===== config.mk =====
export PLATFORM = sky130hd
export DESIGN_NAME = btb_predictor
export DESIGN_NICKNAME = d
export VERILOG_FILES = /design/src/rtl/btb_pkg.sv /design/src/rtl/btb_table.sv /design/src/rtl/btb_alloc.sv /design/src/rtl/btb_predictor.sv
export SDC_FILE = /design/constraint.sdc
export NUM_CORES = 1
export LEC_CHECK = 0
export BUFFER_PORTS_ARGS = -buffer_cell sky130_fd_sc_hd__buf_2
export CAP_MARGIN = 20
export CORE_UTILIZATION = 37
export CTS_BUF_LIST = sky130_fd_sc_hd__clkbuf_2
export CTS_CLUSTER_DIAMETER = 120
export DETAILED_ROUTE_END_ITERATION = 7
export PLACE_DENSITY = 0.48
export SLEW_MARGIN = 40
export SYNTH_ARGS = -nofsm -noshare
export SYNTH_HDL_FRONTEND = slang
export SYNTH_SLANG_ARGS = --single-unit

===== constraint.sdc =====
create_clock -name clk -period 5.9 [get_ports clk]
set_clock_uncertainty 0.2 [all_clocks]
set_input_delay 1.18 -clock clk [delete_from_list [all_inputs] [get_ports clk]]
set_output_delay 1.18 -clock clk [all_outputs]
set_load 0.01 [all_outputs]

===== src/rtl/btb_pkg.sv =====
package btb_pkg;

    typedef enum logic [1:0] {
        POL_NOT_TAKEN = 2'd0,
        POL_BACKWARD  = 2'd1,
        POL_LAST      = 2'd2
    } policy_e;

    localparam int unsigned DEF_PC_W  = 16;
    localparam int unsigned DEF_IDX_W = 4;

    typedef struct packed {
        logic set;
        logic clr;
    } wr_cmd_t;

endpackage


===== src/rtl/btb_table.sv =====
module btb_table #(
    parameter int unsigned PC_W  = btb_pkg::DEF_PC_W,
    parameter int unsigned IDX_W = btb_pkg::DEF_IDX_W
) (
    input  logic             clk,
    input  logic             rst,
    input  logic [PC_W-1:0]  rd_pc,
    output logic             rd_hit,
    output logic [PC_W-1:0]  rd_target,
    input  btb_pkg::wr_cmd_t wr_cmd,
    input  logic [PC_W-1:0]  wr_pc,
    input  logic [PC_W-1:0]  wr_target
);
    localparam int unsigned N     = 1 << IDX_W;
    localparam int unsigned TAG_W = PC_W - IDX_W;

    logic [N-1:0]     vld;
    logic [TAG_W-1:0] tagq [N];
    logic [PC_W-1:0]  tgtq [N];

    logic [IDX_W-1:0] rd_idx, wr_idx;
    logic [TAG_W-1:0] rd_tag, wr_tag;

    assign rd_idx = rd_pc[IDX_W-1:0];
    assign rd_tag = rd_pc[PC_W-1:IDX_W];
    assign wr_idx = wr_pc[IDX_W-1:0];
    assign wr_tag = wr_pc[PC_W-1:IDX_W];

    for (genvar i = 0; i < N; i++) begin : g_entry
        logic             v_q;
        logic [TAG_W-1:0] t_q;
        logic [PC_W-1:0]  d_q;
        logic             sel;

        assign sel = (wr_idx == IDX_W'(i));

        always_ff @(posedge clk) begin
            if (rst) begin
                v_q <= 1'b0;
                t_q <= '0;
                d_q <= '0;
            end else if (sel && wr_cmd.set) begin
                v_q <= 1'b1;
                t_q <= wr_tag;
                d_q <= wr_target;
            end else if (sel && wr_cmd.clr && v_q && (t_q == wr_tag)) begin
                v_q <= 1'b0;
            end
        end

        assign vld[i]  = v_q;
        assign tagq[i] = t_q;
        assign tgtq[i] = d_q;
    end

    // Combinational read of registered state: same-cycle writes are not yet visible.
    assign rd_hit    = vld[rd_idx] && (tagq[rd_idx] == rd_tag);
    assign rd_target = tgtq[rd_idx];

endmodule


===== src/rtl/btb_alloc.sv =====
module btb_alloc #(
    parameter int unsigned      PC_W   = btb_pkg::DEF_PC_W,
    parameter btb_pkg::policy_e POLICY = btb_pkg::POL_LAST
) (
    input  logic             res_valid,
    input  logic [PC_W-1:0]  res_pc,
    input  logic [PC_W-1:0]  res_target,
    input  logic             res_taken,
    output btb_pkg::wr_cmd_t wr_cmd
);
    always_comb begin
        wr_cmd = '0;
        if (res_valid) begin
            unique case (POLICY)
                btb_pkg::POL_BACKWARD: begin
                    wr_cmd.set = res_taken && (res_target < res_pc);
                end
                btb_pkg::POL_LAST: begin
                    wr_cmd.set = res_taken;
                    wr_cmd.clr = !res_taken;
                end
                default: wr_cmd = '0;
            endcase
        end
    end
endmodule


===== src/rtl/btb_predictor.sv =====
module btb_predictor #(
    parameter int unsigned      PC_W   = btb_pkg::DEF_PC_W,
    parameter int unsigned      IDX_W  = btb_pkg::DEF_IDX_W,
    parameter btb_pkg::policy_e POLICY = btb_pkg::POL_LAST
) (
    input  logic            clk,
    input  logic            rst,
    input  logic [PC_W-1:0] fetch_pc,
    output logic [PC_W-1:0] pred_next_pc,
    output logic            pred_hit,
    input  logic            res_valid,
    input  logic [PC_W-1:0] res_pc,
    input  logic [PC_W-1:0] res_target,
    input  logic            res_taken,
    input  logic [PC_W-1:0] res_pred_next,
    output logic            mispredict
);
    logic [PC_W-1:0] seq_pc;
    logic [PC_W-1:0] resolved_next;

    assign seq_pc = fetch_pc + PC_W'(1);

    if (POLICY == btb_pkg::POL_NOT_TAKEN) begin : g_no_table
        assign pred_hit     = 1'b0;
        assign pred_next_pc = seq_pc;
    end else begin : g_table
        btb_pkg::wr_cmd_t wr_cmd;
        logic             hit;
        logic [PC_W-1:0]  tgt;

        btb_alloc #(.PC_W(PC_W), .POLICY(POLICY)) u_alloc (
            .res_valid  (res_valid),
            .res_pc     (res_pc),
            .res_target (res_target),
            .res_taken  (res_taken),
            .wr_cmd     (wr_cmd)
        );

        btb_table #(.PC_W(PC_W), .IDX_W(IDX_W)) u_table (
            .clk       (clk),
            .rst       (rst),
            .rd_pc     (fetch_pc),
            .rd_hit    (hit),
            .rd_target (tgt),
            .wr_cmd    (wr_cmd),
            .wr_pc     (res_pc),
            .wr_target (res_target)
        );

        assign pred_hit     = hit;
        assign pred_next_pc = hit ? tgt : seq_pc;
    end

    assign resolved_next = res_taken ? res_target : (res_pc + PC_W'(1));
    assign mispredict    = res_valid && (resolved_next != res_pred_next);

endmodule


## Word-level counts from Yosys, hierarchy flattened

Cells that the tools add are included.
Widths: inputs -> output; s select.

- Logic and storage cells: 213
- Register bits: 464
- Input port bits: 68
- Output and inout bits: 18

- $add $sub $neg: 2
- Reduce and logical (&&, ||, !) cells: 84
- Bitwise logic cells: 1
- Equality and inequality tests: 33
- Multiplexer cells: 43
- $lt $le $gt $ge: 2

Operators by type and width:

| cell | number |
|---|---|
| $eq 12x12->1 | 17 |
| $logic_and 1x1->1 | 66 |
| $bmux 16 s4 | 1 |
| $mux 16 | 4 |
| $bmux 12 s4 | 1 |
| $mux 1 | 33 |
| $add 16x1->16 const B | 2 |
| $eq 4x4->1 const B | 8 |
| $reduce_bool 2->1 | 16 |
| $mux 12 | 2 |
| $eq 4x3->1 const B | 4 |
| $ne 16x16->1 | 1 |
| $eq 4x2->1 const B | 2 |
| $ge 5x5->1 const B | 1 |
| $lt 4x5->1 const B | 1 |
| $not 4->5 | 1 |
| $bmux 1 s4 | 1 |
| $eq 4x1->1 const B | 1 |
| $logic_not 4->1 | 1 |
| $mux 2 | 1 |
| $logic_not 1->1 | 1 |

## Longest topological paths before layout

Gate-level depths: netlist of run 1.

- Depth after elaboration: 7
- Mapped depth: 11
- Depth with buffers taken out: 9

## Hierarchy

From an unflattened synthesis of run 1, not the netlist that was laid out.

- Cell total of the unflattened synthesis: 2827
- Area, all modules: 23453.7 um2

Modules (own cells, without submodules):

| module | cells an instance | seq. area each (um2) | area each (um2) | times used |
|---|---|---|---|---|
| btb_table | 2615 | 9288.9 | 22079.9 | 1 |
| btb_predictor | 210 | 0.0 | 1357.6 | 1 |
| btb_alloc | 2 | 0.0 | 16.3 | 1 |

## Worst setup path after synthesis of run 1

No wires, ideal clock.

- Kind: input -> output
- Start point: input port fetch_pc[0]
- End point: output port pred_next_pc[10]
- Stages on the path: 9
- Path slack: 0.859 ns
- Arrival: 3.661 ns
- Path buffers: 2
- Required time: 4.520 ns
- Path through: buf_6 -> mux4_1 -> mux2i_1 -> mux2_2 -> nor4_4 -> a22oi_2 -> nor4_4 -> buf_8 -> mux2_4

- Longest elaborated chain between the ends: 7
- Elaborated cells between the ends (all ways): 13
- Those cells by class: add/sub (1); eq/ne (1); mux (9); bitwise (1); reduce/logical (1)

Ends and longest elaborated chain:

| what | line | source |
|---|---|---|
| from (decl) | btb_predictor.sv:8 | `input logic [PC_W-1:0] fetch_pc,` |
| $not 4->5 (not written as such) | btb_table.sv:57, btb_table.sv:58 |  |
| $bmux 12 s4 | btb_table.sv:57 | `assign rd_hit = vld[rd_idx] && (tagq[rd_idx] == rd_tag);` |
| $mux 12 (not written as such) (2 in series) | btb_table.sv:57 |  |
| $eq 12x12->1 | btb_table.sv:57 |  |
| $logic_and 1x1->1 | btb_table.sv:57 |  |
| $mux 16 * | btb_predictor.sv:51 | `assign pred_next_pc = hit ? tgt : seq_pc;` |
| to (decl) | btb_predictor.sv:9 | `output logic [PC_W-1:0] pred_next_pc,` |

Every way passes the cells marked *; elsewhere a longest branch is shown, timed or not. The select of a mux whose other input is x is not followed.

## Final worst setup path of run 1

- Start point: register g_table.u_table.g_entry[15].t_q[3]
- End point: output port pred_next_pc[2]

- Longest elaborated chain between the ends: 6

Ends and longest elaborated chain:

| what | line | source |
|---|---|---|
| from (decl) | btb_table.sv:31 | `logic [TAG_W-1:0] t_q;` |
| from (signal assigned) | btb_table.sv:44 | `t_q <= wr_tag;` |
| $bmux 12 s4 | btb_table.sv:57 |  |
| $mux 12 (not written as such) (2 in series) | btb_table.sv:57 |  |
| $eq 12x12->1 | btb_table.sv:57 |  |
| $logic_and 1x1->1 | btb_table.sv:57 |  |
| $mux 16 | btb_predictor.sv:51 |  |

No other way between the ends. The select of a mux whose other input is x is not followed.

==> summary.txt, run 1 <==
kind of critical path: reg -> out
Max Clk Rate: 176 MHz
required time worst endpoint: 4.52 ns
met1 usage: 0.391
Final Hold Viols: 0
CP Capture Type: primary output
worst slew pin tran: 0.978 ns
Post-CTS Setup Inserts: 0
top area cells in the synthesized netlist: dfxtp_1 (40%), nand2_1 (15%), mux4_2 (11%)
initial core utilization: 0.377
Rows: 91
Distinct cells, synth: 49
chip height: 253 microns
Critical Path Stages: 9
slowest CP cell: mux4_1
Commonest cells post-synth: nand2_1 (931), a21oi_1 (466), dfxtp_1 (464)
Worst Path Buf+Inv: 2
max-slew violation count: 0
later-pin clock latency in the skew report: 1.28 ns
unrepaired setup endpoints after global routing: no
CTS clk-pin slew, worst paths: 0.11 ns
Yosys reg bits: 464
Post-Syn Instances: 2,806
# H-tree levels: 4
Lkg Pwr: 8.58 nW
die width: 253 microns
total congestion overflow: 0
placed cell area: 0.0244 sq mm
Top-Level Pins: 86
TritonRoute pass-1 iters: 8
Worst R2R Path Depth: 6
busiest grt layer: met2
first-pass GRT wire length: 134 mm
Placer Congestion: 0.912
area grow syn2layout: 10.7%
DRT iter0 DRCs: 1,887
Core ar.: 0.0621 sq mm
outcome: complete, no violations
Nets: 2,918
normalized max-slew margin: 0.346
Total GRT Usage: 0.286
Synth async-reset ratio: 0
HPWL after DPL: 58.9 mm
Largest stage delay, worst path: 0.51 ns
Final ANT Viol Nets: 0
Mapped Area: 0.0234 sq mm
Max Cap Violations: 0
Port Buffers: 85
WP data arrival: 4.30 ns
post-cts sizing count: 0
M2 GR Usage: 0.440
met3 Use GR: 0.0515
largest net degree at the start of global routing: 128
delay-heaviest family, CP: multiplexers
number of synthesis warnings: 0
Cell Chain, Critical Path: mux4_1 > mux2i_1 > mux2_2 > nor4_4 > a22oi_2 > nor4_4 > buf_12 > mux2_2 > buf_2
share of layout cells above drive strength 1: 0.174
setup TNS: 0 ns
vias: 20,800
Setup Viol. Count Final: 0
area of the die: 0.0642 sq mm
Power per Cell Area: 247 mW/mm^2
vias per cell: 5.52
wirelength, routed: 91.3 mm
most common cell in the netlist: nand2_1
initial antenna violation count: 1
hold crit path type: in -> reg
Remaining DRCs: 0
dominant synthesized flop cell: dfxtp_1
Root Buffer: clkbuf_2
Final Cell Area: 0.0259 sq mm
worst hold margin: 0.182 ns
Mapped Nets: 2,879
Synth top area share: 0.398
Peak VDD IR: 0.142 mV
fin crit share: 0.963
post-layout min period: 5.68 ns
Mean Syn Cell Area: 8.33 sq um
number of enable flip-flop cells after synthesis: 0
Synth area leader: dfxtp_1
WHS Path Cells: 3
Inserted Clock Buffers: 133
drt wl/cell: 24.2 microns
critical path peak fanout: 16
TritonCTS Sinks: 464
Seq/Total Area, Yosys: 0.398
Critical Path Start Type: flip-flop
TritonCTS clock tree: done
number of global-route vias before repair: 20,100
Clock Path Buffers: 3
-- tightest hold or removal path: stages --
cell and delay (ns):
buf_2 0.26, nand2_1 0.12, a21oi_1 0.06
-- registers in the layout (all words and copies together), names as in the netlist --
name                         count
g_table.u_table.g_entry.d_q    256
g_table.u_table.g_entry.t_q    192
g_table.u_table.g_entry.v_q     16
-- metrics by stage --
step / setup WS, ns / power [W] / utilization / cells
global route: 0.0371 / 0.00666 / 0.417 / 3777
CTS: 0.0417 / 0.00646 / 0.416 / 3774
finish: 0.221 / 0.00640 / 0.417 / 3778
global placement: 0.352 / 0.00385 / 0.393 / 3527
floorplan: 0.859 / 0.00364 / - / 2806
detailed placement: 0.344 / 0.00386 / 0.393 / 3527
-- where the power goes --
part | internal (W) | switching [W]
registers | 0.00315 | 0.0000203
logic | 0.000214 | 0.000418
clock network | 0.00113 | 0.00146
total | 0.00450 | 0.00190
-- cells by family after synthesis --
logic type / Yosys count / synth area share
flops: 464 / 0.398
mux: 184 / 0.149
simple gates: 1114 / 0.195
xor+xnor: 250 / 0.0937
buf+inv: 277 / 0.0473
compound gates: 512 / 0.114
fa+ha+maj: 5 / 0.00268
-- layer usage --
layer	wire length (microns)	vias up
met2	40800	981
met3	7250	199
li1	-	9578
met4	3620	0
met5	0	-
met1	39700	10100
-- worst paths after layout --
kind                                       startpoint                             endpoint  slack (ns)
setup / recovery   g_table.u_table.g_entry[15].t_q[3]                      pred_next_pc[2]        0.22
hold / removal                         res_target[10]  g_table.u_table.g_entry[11].d_q[10]        0.18
setup reg to reg    g_table.u_table.g_entry[0].t_q[0]       g_table.u_table.g_entry[0].v_q        4.14
hold reg to reg   g_table.u_table.g_entry[11].d_q[11]  g_table.u_table.g_entry[11].d_q[11]        0.26
-- placed cells by master, fill, tap and decap left out, types with 27 or more instances in the layout --
cell type	netlist	layout
nand4_1	49	49
buf_4	5	60
mux2i_1	42	42
nand2_1	931	930
nor2_1	27	27
clkbuf_2	0	205
xor2_1	43	43
a21oi_1	466	466
xnor2_1	207	207
dfxtp_1	464	464
buf_2	17	81
mux4_2	117	117
-- layout make-up --
type | instances | area (sq um)
Sequential cell | 464 | 9290
Clock inverter | 24 | 246
Tap cell | 837 | 1050
Multi-Input combinational cell | 2065 | 13000
Antenna cell | 2 | 5.00
Timing Repair Buffer | 170 | 1230
Fill cell | 6199 | 36200
Inverter | 11 | 41.3
Clock buffer | 205 | 1030
-- what timing repair did --
action | CTS | global route
hold endpoints to repair | 217 | 17
endpoints found under the setup margin | 0 | 0
hold buffers | 18 | 1
(Power assumes the default switching activity.)
==> run 2: changes to the inputs <==
--- a/config.mk
+++ b/config.mk
@@ -5,13 +5,13 @@
 export SDC_FILE = /design/constraint.sdc
 export NUM_CORES = 1
 export LEC_CHECK = 0
-export BUFFER_PORTS_ARGS = -buffer_cell sky130_fd_sc_hd__buf_2
 export CAP_MARGIN = 20
 export CORE_UTILIZATION = 37
 export CTS_BUF_LIST = sky130_fd_sc_hd__clkbuf_2
 export CTS_CLUSTER_DIAMETER = 120
 export DETAILED_ROUTE_END_ITERATION = 7
-export PLACE_DENSITY = 0.48
+export DONT_BUFFER_PORTS = 1
+export PLACE_DENSITY = 0.47
 export SLEW_MARGIN = 40
 export SYNTH_ARGS = -nofsm -noshare
 export SYNTH_HDL_FRONTEND = slang
==> run 2 against run 1 <==
Effect of this change: flip-flop and latch count unchanged; global-route usage up 0.72 points; combinational power down 28%; clock-buffer cell count down 25; first-iteration DRC count up 19%; power down 7.6%; design area up 2.9%; clock power down 12%; largest power group unchanged.
==> summary.txt, run 2 (synthesized netlist as in run 1, its figures left out) <==
number of global-route vias before repair: 20,400 (was 20,100)
Rows: 91 (unchanged)
highest routed layer: met4 (unchanged)
TritonRoute pass-1 iters: 6 (was 8)
drt wl/cell: 24.7 microns (was 24.2 microns)
Placer Congestion: 0.911 (was 0.912)
DRT iter0 DRCs: 2,243 (was 1,887)
worst slew pin tran: 0.929 ns (was 0.978 ns)
commonest non-fill, non-tap cell in the layout: nand2_1 (unchanged)
outcome: complete, no violations (unchanged)
max FFs per register: 256 (unchanged)
final setup margin: 0.317 ns (was 0.221 ns)
later-pin clock latency in the skew report: 1.17 ns (was 1.28 ns)
Met3 Wirelength: 7.71 mm (was 7.25 mm)
kind of critical path: reg -> out (unchanged)
commonest non-fill, non-tap cells in the layout: nand2_1 (931), a21oi_1 (466), dfxtp_1 (464), xnor2_1 (207), clkbuf_2 (180) (was nand2_1 (930), a21oi_1 (466), dfxtp_1 (464), xnor2_1 (207), clkbuf_2 (205))
Peak VDD IR: 0.118 mV (was 0.142 mV)
Lkg Pwr: 9.08 nW (was 8.58 nW)
sequential share of power: 0.537 (was 0.496)
HPWL after DPL: 54.0 mm (was 58.9 mm)
Power per Cell Area: 222 mW/mm^2 (was 247 mW/mm^2)
Core ar.: 0.0621 sq mm (unchanged)
initial core utilization: 0.377 (unchanged)
dpl cells: 3,413 (was 3,527)
critical path peak fanout: 16 (unchanged)
initial antenna violation count: 3 (was 1)
die width: 253 microns (unchanged)
chip height: 253 microns (unchanged)
Root Buffer: clkbuf_2 (unchanged)
unrepaired setup endpoints after global routing: no (unchanged)
post-layout min period: 5.58 ns (was 5.68 ns)
Port Buffers: 0 (was 85)
Top-Level Pins: 86 (unchanged)
met1 WL: 41.1 mm (was 39.7 mm)
vias per cell: 5.55 (was 5.52)
switching power share of the total: 0.287 (was 0.297)
met2 WL post-DR: 42.8 mm (was 40.8 mm)
largest net degree at the start of global routing: 309 (was 128)
Final Hold Viols: 0 (unchanged)
area of the die: 0.0642 sq mm (unchanged)
vias: 21,200 (was 20,800)
total congestion overflow: 0 (unchanged)
Clock power frac: 0.386 (was 0.405)
worst slack, placed: 0.599 ns (was 0.344 ns)
Inserted Clock Buffers: 120 (was 133)
Reg with most FFs: g_table.u_table.g_entry.d_q (unchanged)
first-pass GRT wire length: 138 mm (was 134 mm)
CP Capture Type: primary output (unchanged)
Filler Cells Inserted: 6,189 (was 6,199)
Clock Path Buffers: 3 (unchanged)
TritonCTS clock tree: done (unchanged)
wirelength, routed: 94.2 mm (was 91.3 mm)
Psw: 0.00170 W (was 0.00190 W)
Cell Int Power: 0.00421 W (was 0.00450 W)
fin crit share: 0.946 (was 0.963)
Setup Viol. Count Final: 0 (unchanged)
share of layout cells above drive strength 1: 0.127 (was 0.174)
area grow syn2layout: 13.9% (was 10.7%)
Max Cap Violations: 0 (unchanged)
CTS clk-pin slew, worst paths: 0.11 ns (about the same)
Comb pwr share: 0.077 (was 0.099)
TritonCTS Sinks: 464 (unchanged)
Critical Path Start Type: flip-flop (unchanged)
max-slew violation count: 0 (unchanged)
normalized max-slew margin: 0.380 (was 0.346)
Total GRT Usage: 0.294 (was 0.286)
# H-tree levels: 3 (was 4)
Regs by FF count: g_table.u_table.g_entry.d_q: 256 flops, g_table.u_table.g_entry.t_q: 192 flops, g_table.u_table.g_entry.v_q: 16 flops (unchanged)
hold crit path type: in -> reg (unchanged)
WP data arrival: 4.20 ns (was 4.30 ns)
Layout Cells excl Fill: 3,812 (was 3,778)
Final ANT Viol Nets: 0 (unchanged)
setup TNS: 0 ns (unchanged)
Nets: 2,958 (was 2,918)
required time worst endpoint: 4.52 ns (about the same)
Remaining DRCs: 0 (unchanged)
Max Clk Rate: 179 MHz (was 176 MHz)
run 2: cell count changes in the layout (fill, tap and decap cells not counted), moves of 2 or more:
| cell | delta |
|---|---|
| and2_2 | -2 |
| buf_2 | -73 |
| and2_1 | +3 |
| buf_6 | -2 |
| buf_4 | -24 |
| clkinv_1 | +12 |
| bufinv_16 | -4 |
| inv_6 | +2 |
| buf_12 | -2 |
| clkbuf_2 | -25 |
| dlygate4sd3_1 | +153 |
| buf_16 | +2 |
run 2: worst max-delay path, stage by stage, from the launching register on:
cell,delay [ns]
dfxtp_1,0.36
mux4_1,0.53
mux2i_1,0.20
mux2_2,0.39
nor4_4,0.27
a22oi_2,0.17
nor4_4,0.29
buf_4,0.38
mux2_2,0.42
run 2: power groups by stage:
stage / Sequential [W] / Clock [W] / Combinational (W)
after floorplan: 0.00324 / 0 / 0.000403
after global placement: 0.00324 / 0 / 0.000304
after detailed placement: 0.00324 / 0 / 0.000307
after CTS: 0.00317 / 0.00233 / 0.000443
after global routing: 0.00318 / 0.00250 / 0.000478
final: 0.00317 / 0.00228 / 0.000453
run 2: repair_timing:
| item | 4_1_cts | 5_1_grt |
|---|---|---|
| endpoints found under the hold margin | 464 | 0 |
| buffers inserted | 0 | 0 |
| hold buffers | 185 | 0 |
| gates resized for setup | 0 | 0 |
run 2: worst paths after layout:
path / startpoint / end / slack, ns / cells past startpoint
max: g_table.u_table.g_entry[9].t_q[3] / pred_next_pc[5] / 0.32 / 8
min: res_taken / g_table.u_table.g_entry[15].v_q / 0.12 / 4
max reg2reg: g_table.u_table.g_entry[6].t_q[0] / g_table.u_table.g_entry[6].v_q / 4.11 / 6
min reg2reg: g_table.u_table.g_entry[8].d_q[12] / g_table.u_table.g_entry[8].d_q[12] / 0.26 / 2
run 2: cell type report:
class / instances / area [sq um] / area share
Sequential cell: 464 / 9290 / 0.349
Inverter: 11 / 41.3 / 0.00155
Multi-Input combinational cell: 2065 / 13000 / 0.487
Timing Repair Buffer: 223 / 2190 / 0.0825
Clock inverter: 31 / 168 / 0.00630
Antenna cell: 1 / 2.50 / 0.0000940
Clock buffer: 180 / 901 / 0.0338
Tap cell: 837 / 1050 / 0.0393
run 2: metal layers:
| layer | GRT usage | vias up |
|---|---|---|
| met2 | 0.459 | 932 |
| li1 | - | 9666 |
| met5 | 0 | - |
| met1 | 0.406 | 10400 |
| met3 | 0.0522 | 158 |
| met4 | 0.100 | 0 |
run 2: stage by stage:
step                instance area [sq um]  hold WS [ns]  total power, W   util
floorplan                           23400         0.233         0.00364      -
global placement                    23600         0.234         0.00355  0.381
detailed placement                  23600         0.243         0.00355  0.381
CTS                                 26600        0.0129         0.00595  0.429
global route                        26600        0.0924         0.00615  0.429
finish                              26600         0.121         0.00591  0.429
